--- config.mk ---
export PLATFORM = sky130hd
export DESIGN_NAME = dma_irq_agg
export DESIGN_NICKNAME = d
export VERILOG_FILES = /design/src/rtl/dma_irq_pkg.sv /design/src/rtl/dma_irq_en_reg.sv /design/src/rtl/dma_irq_chan_stat.sv /design/src/rtl/dma_irq_req_merge.sv /design/src/rtl/dma_irq_agg.sv
export SDC_FILE = /design/constraint.sdc
export NUM_CORES = 1
export LEC_CHECK = 0
export BUFFER_PORTS_ARGS = -buffer_cell sky130_fd_sc_hd__buf_4
export CORE_AREA = 2 2 39 41
export CTS_CLUSTER_DIAMETER = 30
export DETAILED_ROUTE_END_ITERATION = 7
export DIE_AREA = 0 0 41 43
export PLACE_DENSITY = 0.68
export SYNTH_ARGS = -nofsm -noshare
export SYNTH_HDL_FRONTEND = slang
export SYNTH_SLANG_ARGS = --single-unit
--- constraint.sdc ---
create_clock -name clk -period 1 [get_ports clk]
set_clock_uncertainty 0.05 [all_clocks]
set_input_delay 0.2 -clock clk [delete_from_list [all_inputs] [get_ports clk]]
set_output_delay 0.2 -clock clk [all_outputs]
set_load 0.02 [all_outputs]
--- src/rtl/dma_irq_pkg.sv ---
package dma_irq_pkg;
  localparam int REG_EN   = 0;
  localparam int REG_STAT = 1;
endpackage

--- src/rtl/dma_irq_en_reg.sv ---
module dma_irq_en_reg #(
  parameter int NUM_CH = 2
) (
  input  logic              clk,
  input  logic              rst_n,
  input  logic              wr_stb,
  input  logic [NUM_CH-1:0] wdata,
  output logic [NUM_CH-1:0] en_q
);
  always_ff @(posedge clk) begin
    if (!rst_n)      en_q <= '0;
    else if (wr_stb) en_q <= wdata;
  end
endmodule

--- src/rtl/dma_irq_chan_stat.sv ---
module dma_irq_chan_stat (
  input  logic clk,
  input  logic rst_n,
  input  logic eop,
  input  logic en,
  input  logic done_clr,
  input  logic chain_req,
  input  logic tgt_msb_wr,
  output logic done_q,
  output logic chain_q
);
  logic done_set;
  assign done_set = eop & en;

  // Set has priority over clear so that no event is dropped.
  always_ff @(posedge clk) begin
    if (!rst_n) begin
      done_q  <= 1'b0;
      chain_q <= 1'b0;
    end else begin
      if (done_set)      done_q <= 1'b1;
      else if (done_clr) done_q <= 1'b0;
      if (chain_req)       chain_q <= 1'b1;
      else if (tgt_msb_wr) chain_q <= 1'b0;
    end
  end
endmodule

--- src/rtl/dma_irq_req_merge.sv ---
module dma_irq_req_merge #(
  parameter int NUM_CH = 2
) (
  input  logic              clk,
  input  logic              rst_n,
  input  logic [NUM_CH-1:0] done,
  input  logic [NUM_CH-1:0] chain,
  input  logic [NUM_CH-1:0] mode,
  output logic              irq
);
  logic [NUM_CH-1:0] active;

  for (genvar c = 0; c < NUM_CH; c++) begin : g_src
    assign active[c] = mode[c] ? chain[c] : done[c];
  end

  always_ff @(posedge clk) begin
    if (!rst_n) irq <= 1'b0;
    else        irq <= |active;
  end
endmodule

--- src/rtl/dma_irq_agg.sv ---
module dma_irq_agg #(
  parameter int NUM_CH = 2,
  parameter int ADDR_W = 2,
  parameter int DATA_W = 8
) (
  input  logic              clk,
  input  logic              rst_n,
  input  logic [NUM_CH-1:0] ch_eop,
  input  logic [NUM_CH-1:0] ch_chain_req,
  input  logic [NUM_CH-1:0] ch_chain_mode,
  input  logic [NUM_CH-1:0] ch_tgt_msb_wr,
  input  logic [NUM_CH-1:0] ch_done_clr,
  input  logic [ADDR_W-1:0] bus_addr,
  input  logic              bus_wr,
  input  logic [DATA_W-1:0] bus_wdata,
  output logic [DATA_W-1:0] bus_rdata,
  output logic              irq
);
  import dma_irq_pkg::*;

  localparam int CHAIN_BASE = DATA_W / 2;

  logic              sel_en;
  logic              sel_stat;
  logic [NUM_CH-1:0] en_q;
  logic [NUM_CH-1:0] done_q;
  logic [NUM_CH-1:0] chain_q;

  assign sel_en   = (bus_addr == ADDR_W'(REG_EN));
  assign sel_stat = (bus_addr == ADDR_W'(REG_STAT));

  dma_irq_en_reg #(.NUM_CH(NUM_CH)) u_en (
    .clk    (clk),
    .rst_n  (rst_n),
    .wr_stb (bus_wr & sel_en),
    .wdata  (bus_wdata[NUM_CH-1:0]),
    .en_q   (en_q)
  );

  for (genvar c = 0; c < NUM_CH; c++) begin : g_ch
    dma_irq_chan_stat u_stat (
      .clk        (clk),
      .rst_n      (rst_n),
      .eop        (ch_eop[c]),
      .en         (en_q[c]),
      .done_clr   (ch_done_clr[c]),
      .chain_req  (ch_chain_req[c]),
      .tgt_msb_wr (ch_tgt_msb_wr[c]),
      .done_q     (done_q[c]),
      .chain_q    (chain_q[c])
    );
  end

  dma_irq_req_merge #(.NUM_CH(NUM_CH)) u_merge (
    .clk   (clk),
    .rst_n (rst_n),
    .done  (done_q),
    .chain (chain_q),
    .mode  (ch_chain_mode),
    .irq   (irq)
  );

  always_comb begin
    bus_rdata = '0;
    if (sel_en) begin
      bus_rdata[NUM_CH-1:0] = en_q;
    end else if (sel_stat) begin
      for (int c = 0; c < NUM_CH; c++) begin
        bus_rdata[c]              = done_q[c];
        bus_rdata[CHAIN_BASE + c] = chain_q[c];
      end
    end
  end
endmodule

After elaboration in Yosys (flattened, before gate mapping)
Cells that the tools add are included.
{"block": "word_totals", "register_bits": 7}
{"block": "classes", "n_eq_ne": 1, "muxes": 14, "n_bitwise": 3, "n_reduce_logical": 6}
{"cell": "1-bit two-way mux", "count": 10}
{"cell": "2-bit two-way mux", "count": 4}
{"cell": "2-bit nonzero test", "count": 4}
{"cell": "1-bit bitwise AND", "count": 3}
{"cell": "2-bit by 1-bit == test with 1-bit output, second input constant", "count": 1}
{"cell": "2-bit logical NOT", "count": 1}
{"cell": "2-bit OR reduction", "count": 1}

Depth between registers and ports, before layout
Gate-level depths: netlist of the first run.
{"block": "depth", "ltp_word": 3, "ltp_mapped": 3}

Modules after synthesis
A second synthesis of the first run with hierarchy kept.
{"block": "unflattened", "cells_unflattened": 36, "hier_area_um2": 351.6}
{"module": "dma_irq_chan_stat", "instances": 2, "cells_per_inst": 7, "area_each_um2": 71.3}
{"module": "dma_irq_agg", "instances": 1, "cells_per_inst": 12, "area_each_um2": 88.8}
{"module": "dma_irq_en_reg", "instances": 1, "cells_per_inst": 6, "area_each_um2": 72.6}
{"module": "dma_irq_req_merge", "instances": 1, "cells_per_inst": 4, "area_each_um2": 47.5}

Worst setup path after synthesis of the first run
Ideal clock, no wire load.
{"block": "synth_timing", "path_kind": "flip-flop to output port", "from": "register g_ch[0].u_stat.done_q", "to": "output bus_rdata[0]", "t_arrival_ns": 0.674, "required_ns": 0.750, "slack_ns": 0.076, "path_stages_with_launch": 3, "path_cell_list": "dfxtp_1 > mux2i_1 > nor2_1"}
{"block": "synth_between", "elab_chain_cells": 2}
{"item": "start: declaration", "line": "dma_irq_chan_stat.sv:9", "text": "output logic done_q,"}
{"item": "start signal: assignment", "line": "dma_irq_chan_stat.sv:18", "text": "done_q <= 1'b0;"}
{"item": "start signal: assignment", "line": "dma_irq_chan_stat.sv:21", "text": "if (done_set) done_q <= 1'b1;"}
{"item": "start signal: assignment", "line": "dma_irq_chan_stat.sv:22", "text": "else if (done_clr) done_q <= 1'b0;"}
{"item": "2-bit two-way mux", "line": "dma_irq_agg.sv:67", "text": "end else if (sel_stat) begin"}
{"item": "2-bit two-way mux", "line": "dma_irq_agg.sv:65", "text": "if (sel_en) begin"}
{"item": "end: declaration", "line": "dma_irq_agg.sv:16", "text": "output logic [DATA_W-1:0] bus_rdata,"}
Every way passes these cells.

Worst setup path in the final report of the first run
Ends and elaborated chain as after synthesis.

==> metrics.md, run 1 <==
| Metric | Value |
|---|---|
| Number of warning messages in the yosys log | `0` |
| Total length of routed met2 wires | `~340 um` |
| Cell Area, Placed | `between 500 and 600 um2` |
| Post-layout worst setup margin | `-165 ps` |
| Post-route total power | `~700 uW` |
| Via Count | `between 300 and 400` |
| Cell Area, Synth | `364 um2` |
| Setup repair after global routing missed its margin | `true` |
| Leakage | `around 0.00028 uW` |
| Cell type with the highest aggregate area in the netlist | `dfxtp_1` |
| Die Y-Extent | `43 um` |
| Worst reg2reg path endpoint | `g_ch[1].u_stat.chain_q` |
| Area added between synthesis and finish | `59.8%` |
| RePlAce Congestion | `0.658` |
| Synthesis-stage register bit count | `7` |
| Fraction of layout cells with a size suffix above 1 | `~55%` |
| Endpoint class of the critical path | `output pin` |
| Highest metal layer with signal wires | `met4` |
| I/O pin cnt | `32` |
| Antenna violations before repair | `0` |
| Critical Path Source Type | `flop` |
| Clock buffers created by TritonCTS | `3` |
| Count of nets left with antenna violations after detail routing | `0` |
| Effective utilization at floorplan | `26.3%` |
| # DRC | `0` |
| Vias per Instance | `around 4.2` |
| Hold Path Cell Cnt | `2` |
| Via count of the first global-routing pass | `318` |
| Power per unit of standard cell area | `roughly 1200 nW/um2` |
| Final non-filler cell area | `582 um2` |
| Metal1 wirelength | `between 200 and 300 um` |
| First-pass iteration count of the detailed router | `3` |
| Cells on worst reg2reg path | `3` |
| Setup violators final | `4` |
| Path type of the worst setup path | `reg -> out` |
| Mean instance size in the synthesized netlist | `9.34 um2` |
| Number of cell rows | `14` |
| Hold_sp | `ch_chain_req[0]` |
| Wire length of the first global-routing pass | `1120 um` |
| Hold EP | `g_ch[0].u_stat.chain_q` |
| Reg2reg start | `g_ch[1].u_stat.chain_q` |
| Horizontal die dimension | `41 um` |
| Maxcap violations | `0` |
| Total core area | `1380 um2` |
| Signal arrival time at the worst endpoint | `920 ps` |
| Post-synth cell types | `13` |
| Worst-path maximum fanout | `3` |
| Pin count of the biggest net entering global routing | `10` |
| Worst min-delay path class | `in -> reg` |
| Number of max-slew violations in the final report | `0` |
| Total met3 wirelength after detailed routing | `a little over 90 um` |
| Overflow left after global routing | `0` |
| CTS tree | `built` |
| Seq/Total Area, Yosys | `38.5%` |
| H-tree level count | `1` |
| CTS clock-pin slew for the worst setup and hold paths | `50 ps` |
| Final Critical Period | `1170 ps` |
| Proportion of netlist area held by the largest area contributor | `38.5%` |
| Post-route clock period utilization | `117%` |
| Worst hold margin | `101 ps` |
| Initial DRC Count | `7` |
| Number of nets in the layout | `89` |
| Routed WL | `750 um` |
| Run status | `complete, but fails checks` |
| Maximum clock path buffer count | `2` |
| Final count of hold timing violations | `0` |
| Total Die Area | `1760 um2` |
| Antenna Diode Count | `0` |
| Combined global-route utilization of all metal layers | `9.86%` |
| CP required | `approximately 750 ps` |
| Clock root buffer master | `clkbuf_4` |
| VDD IR-drop max | `0.000420 V` |
| Setup TNS | `-567 ps` |
| Clock latency on the worst-skew pair | `between 200 and 300 ps` |
| Max Freq | `858 MHz` |
| Port Buffer Count | `21` |
| # fillers | `between 150 and 200` |
| Violations in the final reports | `setup timing` |
| Setup slack of the worst register-to-register path | `140 ps` |
| Detailed-route wire length per cell | `9.26 um` |
| Number of instances in the synthesized netlist | `39` |
| Dominant cells by area after synthesis | `dfxtp_1, mux2i_1, buf_4, a21boi_0, nand2_1` |
| Sink count of the clock tree | `7` |
| Final core occ | `42.0%` |
| Number of buffers added to fix hold violations after cts | `0` |
[per-stage QoR]
stage	setup WS (ps)	std cells
finish	-165	81
global route	-256	81
CTS	-173	81
detailed placement	41.4	74
global placement	39.1	74
floorplan	75.5	42
[cells by family (layout without fill, tap and decap cells)]
logic type | after synthesis | count (layout) | share of synthesized area, %
AO/OA/AOI/OAI | 5 | 5 | 10.3
flip-flops | 7 | 7 | 38.5
multiplexers | 6 | 6 | 16.5
buffers and inverters | 5 | 28 | 9.62
other | 1 | 4 | 1.03
AND/OR/NAND/NOR | 15 | 15 | 24.1
[final cells by class]
class | instances | area (um2) | share of cell area [%]
multi-input combinational | 30 | 200 | 34.4
tap | 16 | 20.0 | 3.44
timing repair buffer | 24 | 188 | 32.3
sequential | 7 | 148 | 25.4
clock buffer | 4 | 26.3 | 4.52
[worst max-delay path by stage]
stage                                startpoint            to  slack, ps  cells past startpoint
after floorplan           g_ch[0].u_stat.done_q  bus_rdata[0]         80                      2
after global placement              bus_addr[0]  bus_rdata[0]         40                      4
after detailed placement            bus_addr[0]  bus_rdata[0]         40                      4
after CTS                 g_ch[0].u_stat.done_q  bus_rdata[0]       -170                      3
after global routing      g_ch[0].u_stat.done_q  bus_rdata[0]       -260                      3
final                     g_ch[0].u_stat.done_q  bus_rdata[0]       -170                      3
[Yosys cell counts]
library cell / n
buf_2: 1
nor2_1: 2
nor3b_2: 1
nand2_1: 6
buf_4: 4
and3b_2: 2
mux2i_1: 6
dfxtp_1: 7
nor2b_1: 2
conb_1: 1
a21boi_0: 3
o21a_1: 2
nand2b_1: 2
[layout by cell type (no fill, tap or decap), drive strengths merged]
master / n
mux2i: 6
nor3b: 1
nand2b: 2
buf: 24
clkbuf: 4
dfxtp: 7
o21a: 2
nor2b: 2
a21boi: 3
nand2: 6
conb: 4
and3b: 2
nor2: 2
[layer usage]
| metal | global-route usage (%) | up-vias |
|---|---|---|
| met2 | 13.8 | 16 |
| met1 | 10.4 | 146 |
| met4 | 8.00 | 0 |
| met3 | 5.24 | 3 |
| li1 | - | 174 |
| met5 | 0 | - |
[registers in the layout, indices dropped and copies added, names as in the netlist]
signal and cells:
g_ch.u_stat.chain_q 2, g_ch.u_stat.done_q 2, u_en.en_q 2, u_merge.irq 1
[power by group]
group | switching (uW) | leakage (uW) | internal (uW) | total (uW)
logic | 53.3 | 0.000206 | 75.6 | 129
clock network | 108 | 0.0000150 | 153 | 261
registers | 5.81 | 0.0000597 | 293 | 299
[repair_timing]
action / CTS / global route
gates cloned: 0 / 0
resized for setup: 8 / 0
setup endpoints to repair: 4 / 4
setup buffers: 3 / 0
pin swaps: 1 / 1
[critical path, stage by stage (launching register included)]
cell     delay [ps]
dfxtp_2         320
mux2i_1         130
nor2_1           60
buf_4           150
No activity file was read; power rests on OpenSTA's default activity.
==> inputs of run 2 (changes only) <==
--- a/config.mk
+++ b/config.mk
@@ -10,7 +10,9 @@
 export CTS_CLUSTER_DIAMETER = 30
 export DETAILED_ROUTE_END_ITERATION = 7
 export DIE_AREA = 0 0 41 43
-export PLACE_DENSITY = 0.68
+export PLACE_DENSITY = 0.67
+export SKIP_CTS_REPAIR_TIMING = 1
 export SYNTH_ARGS = -nofsm -noshare
 export SYNTH_HDL_FRONTEND = slang
+export SYNTH_HIERARCHICAL = 1
 export SYNTH_SLANG_ARGS = --single-unit
==> run 2 against run 1 <==
  * Fmax shrank 0.43%
  * Global-route usage shrank 0.091 points
  * Critical path type unchanged
  * Sequential power is essentially flat
  * Design area grew 1.3%
  * Largest power group unchanged
  * The run still ends with setup timing left
  * Area after synthesis shrank 3.4%
  * Sequential share of layout area shrank 0.32 points
  * Non-clock buffer count grew 2
  * Routed wire length grew 1.7%
  * Flip-flop and latch count is the same
==> metrics.md, run 2 <==
| Metric | Value |
|---|---|
| Run status | `complete, but fails checks (unchanged)` |
| Violations in the final reports | `setup timing (unchanged)` |
| Effective utilization at floorplan | `25.4% (was 26.3%)` |
| RePlAce Congestion | `0.706 (was 0.658)` |
| Number of warning messages in the yosys log | `6 (was 0)` |
| Final count of hold timing violations | `0 (unchanged)` |
| HPWL after detailed placement | `between 500 and 600 um` |
| CTS clock-pin slew for the worst setup and hold paths | `60 ps (was 50 ps)` |
| Post-route clock period utilization | `117% (about the same)` |
| Worst-path maximum fanout | `3 (unchanged)` |
| Placed Instances | `74 (unchanged)` |
| Origin of the worst setup path | `g_ch[0].u_stat/done_q (was g_ch[0].u_stat.done_q)` |
| Async SR Flop Fraction | `0% (unchanged)` |
| Clock buffers created by TritonCTS | `3 (unchanged)` |
| Worst-path cell with the longest stage delay | `dfxtp_2 (unchanged)` |
| Leading cell type in the layout, fill and taps excluded | `buf_4 (unchanged)` |
| Setup repair after global routing missed its margin | `true (unchanged)` |
| Maximum clock path buffer count | `2 (unchanged)` |
| Most common flop cell mapped by yosys | `dfxtp_1 (unchanged)` |
| Die Y-Extent | `43 um (unchanged)` |
| Largest registers | `g_ch.u_stat/chain_q (2), g_ch.u_stat/done_q (2), u_en/en_q (2) (was g_ch.u_stat.chain_q (2), g_ch.u_stat.done_q (2), u_en.en_q (2))` |
| Worst hold margin | `97.5 ps (was 101 ps)` |
| CP required | `750 ps (about the same)` |
| Pin count of the biggest net entering global routing | `8 (was 10)` |
| Worst stage delay on the critical path | `320 ps (about the same)` |
| Antenna violations before repair | `0 (unchanged)` |
| Seq/Total Area, Yosys | `39.9% (was 38.5%)` |
| Wire length of the first global-routing pass | `1120 um (unchanged)` |
| Worst min-delay path class | `in -> reg (unchanged)` |
| Overflow left after global routing | `0 (unchanged)` |
| Number of nets in the layout | `89 (unchanged)` |
| Sink count of the clock tree | `7 (unchanged)` |
| Horizontal die dimension | `41 um (unchanged)` |
| VDD IR-drop max | `0.000503 V (was 0.000420 V)` |
| Vias per Instance | `4.10 (was 4.19)` |
| Hold_sp | `ch_chain_req[0] (unchanged)` |
| Dominant cells by area after synthesis | `dfxtp_1, mux2i_1, buf_4, nor2b_1, a21boi_1 (was dfxtp_1, mux2i_1, buf_4, a21boi_0, nand2_1)` |
| Via count of the first global-routing pass | `310 (was 318)` |
| Number of cell rows | `14 (unchanged)` |
| Power per unit of standard cell area | `1190 nW/um2 (was 1180 nW/um2)` |
| Via Count | `332 (was 339)` |
| Final non-filler cell total | `81 (unchanged)` |
| Top post-synthesis cells by count | `dfxtp_1, mux2i_1, buf_4, nor2b_1, a21boi_1 (was dfxtp_1, mux2i_1, nand2_1)` |
| Setup violators final | `4 (unchanged)` |
| Routed WL | `763 um (was 750 um)` |
| Reg2reg start | `g_ch[1].u_stat/chain_q (was g_ch[1].u_stat.chain_q)` |
| Post-layout worst setup margin | `-170 ps (was -165 ps)` |
| Endpoint class of the critical path | `output pin (unchanged)` |
| Clock root buffer master | `clkbuf_4 (unchanged)` |
| Proportion of netlist area held by the largest area contributor | `39.9% (was 38.5%)` |
| CP Buf/Inv Count | `1 (unchanged)` |
| Library cell with the highest instance count after synthesis | `dfxtp_1 (unchanged)` |
| Maxcap violations | `0 (unchanged)` |
| Initial DRC Count | `9 (was 7)` |
| Path type of the worst setup path | `reg -> out (unchanged)` |
| CTS tree | `built (unchanged)` |
| Most frequent cells in the layout | `buf_4, mux2i_1, dfxtp_2 (was buf_4, mux2i_1, nand2_1, dfxtp_2, conb_1)` |
| Cell Chain, Critical Path | `mux2i_1 -> nor2_1 -> buf_4 (unchanged)` |
| Number of instances in the synthesized netlist | `36 (was 39)` |
| # DRC | `0 (unchanged)` |
| H-tree level count | `1 (unchanged)` |
| Cell Area, Synth | `352 um2 (was 364 um2)` |
| Leakage | `0.000286 uW (was 0.000281 uW)` |
| Critical Path Source Type | `flop (unchanged)` |
| Count of nets left with antenna violations after detail routing | `0 (unchanged)` |
| I/O pin cnt | `32 (unchanged)` |
| Mean instance size in the synthesized netlist | `9.77 um2 (was 9.34 um2)` |
| Antenna Diode Count | `0 (unchanged)` |
| Total Die Area | `1760 um2 (unchanged)` |
| # fillers | `148 (was 160)` |
| Number of max-slew violations in the final report | `0 (unchanged)` |
| Cell type with the highest aggregate area in the netlist | `dfxtp_1 (unchanged)` |
| Combined global-route utilization of all metal layers | `9.77% (was 9.86%)` |
| Post-synth cell types | `12 (was 13)` |
| Total core area | `1380 um2 (unchanged)` |
| Final non-filler cell area | `589 um2 (was 582 um2)` |
| Gate family responsible for the most delay along the worst path | `flip-flops (unchanged)` |
| Synthesis-stage register bit count | `7 (unchanged)` |
| Final Critical Period | `1170 ps (about the same)` |
| Port Buffer Count | `21 (unchanged)` |
| Signal arrival time at the worst endpoint | `920 ps (about the same)` |
| Fraction of layout cells with a size suffix above 1 | `56.9% (was 55.4%)` |
| Cell Area, Placed | `526 um2 (was 518 um2)` |
| Number of enable-type register cells in the synthesized netlist | `0 (unchanged)` |
| Max Freq | `854 MHz (was 858 MHz)` |
| First-pass iteration count of the detailed router | `2 (was 3)` |
| Detailed-route wire length per cell | `9.42 um (was 9.26 um)` |
| Area added between synthesis and finish | `67.6% (was 59.8%)` |
| Clock latency on the worst-skew pair | `260 ps (was 250 ps)` |
run 2: cell types whose count changed after synthesis, sizes merged:
cell	delta
nor2b	+2
buf	-1
nand2	-4
run 2: logic make-up (layout without fill, tap and decap cells):
kind of cell | after synthesis | in the layout | synth area share [%]
buffers and inverters | 4 | 30 | 8.54
other | 1 | 4 | 1.07
AND/OR/NAND/NOR | 13 | 13 | 22.8
multiplexers | 6 | 6 | 17.1
AO/OA/AOI/OAI | 5 | 5 | 10.7
flip-flops | 7 | 7 | 39.9
run 2: final timing paths:
check	to	slack [ps]	cells after the start
max	bus_rdata[0]	-170	3
min	g_ch[0].u_stat/chain_q	100	2
max reg2reg	g_ch[1].u_stat/chain_q	140	3
min reg2reg	g_ch[0].u_stat/done_q	410	2
run 2: stage by stage:
stage / util (%) / TNS, ps / total power [uW] / setup slack [ps]
2_1_floorplan: - / 0 / 366 / 51.3
3_3_place_gp: 38.0 / -106 / 427 / -53.6
3_5_place_dp: 38.0 / -122 / 429 / -61.7
4_1_cts: 39.9 / -723 / 696 / -191
5_1_grt: 42.6 / -735 / 735 / -210
6_report: 42.6 / -623 / 704 / -170
run 2: power breakdown:
part	leakage (uW)	internal [uW]	switching, uW
Sequential	0.0000597	293	5.69
Combinational	0.000212	80.7	52.3
Clock	0.0000150	153	119
Total	0.000286	527	177
run 2: final cells by class:
type,instances,area [um2],area share [%]
clock buffers,4,26.3,4.46
multi-input cells,28,193,32.7
flip-flops and latches,7,148,25.1
well taps,16,20.0,3.40
repair buffers,26,203,34.4
run 2: worst register-to-register path: stages (launching register included):
cell and delay (ps):
dfxtp_2 310, buf_4 120, nor2b_1 120, o21a_1 150
run 2: metal layers:
layer	track usage, %	up-vias	wire length, um
met4	8.00	0	22
met2	14.4	16	353
li1	-	171	-
met5	0	-	0
met1	10.7	143	306
met3	3.14	2	80
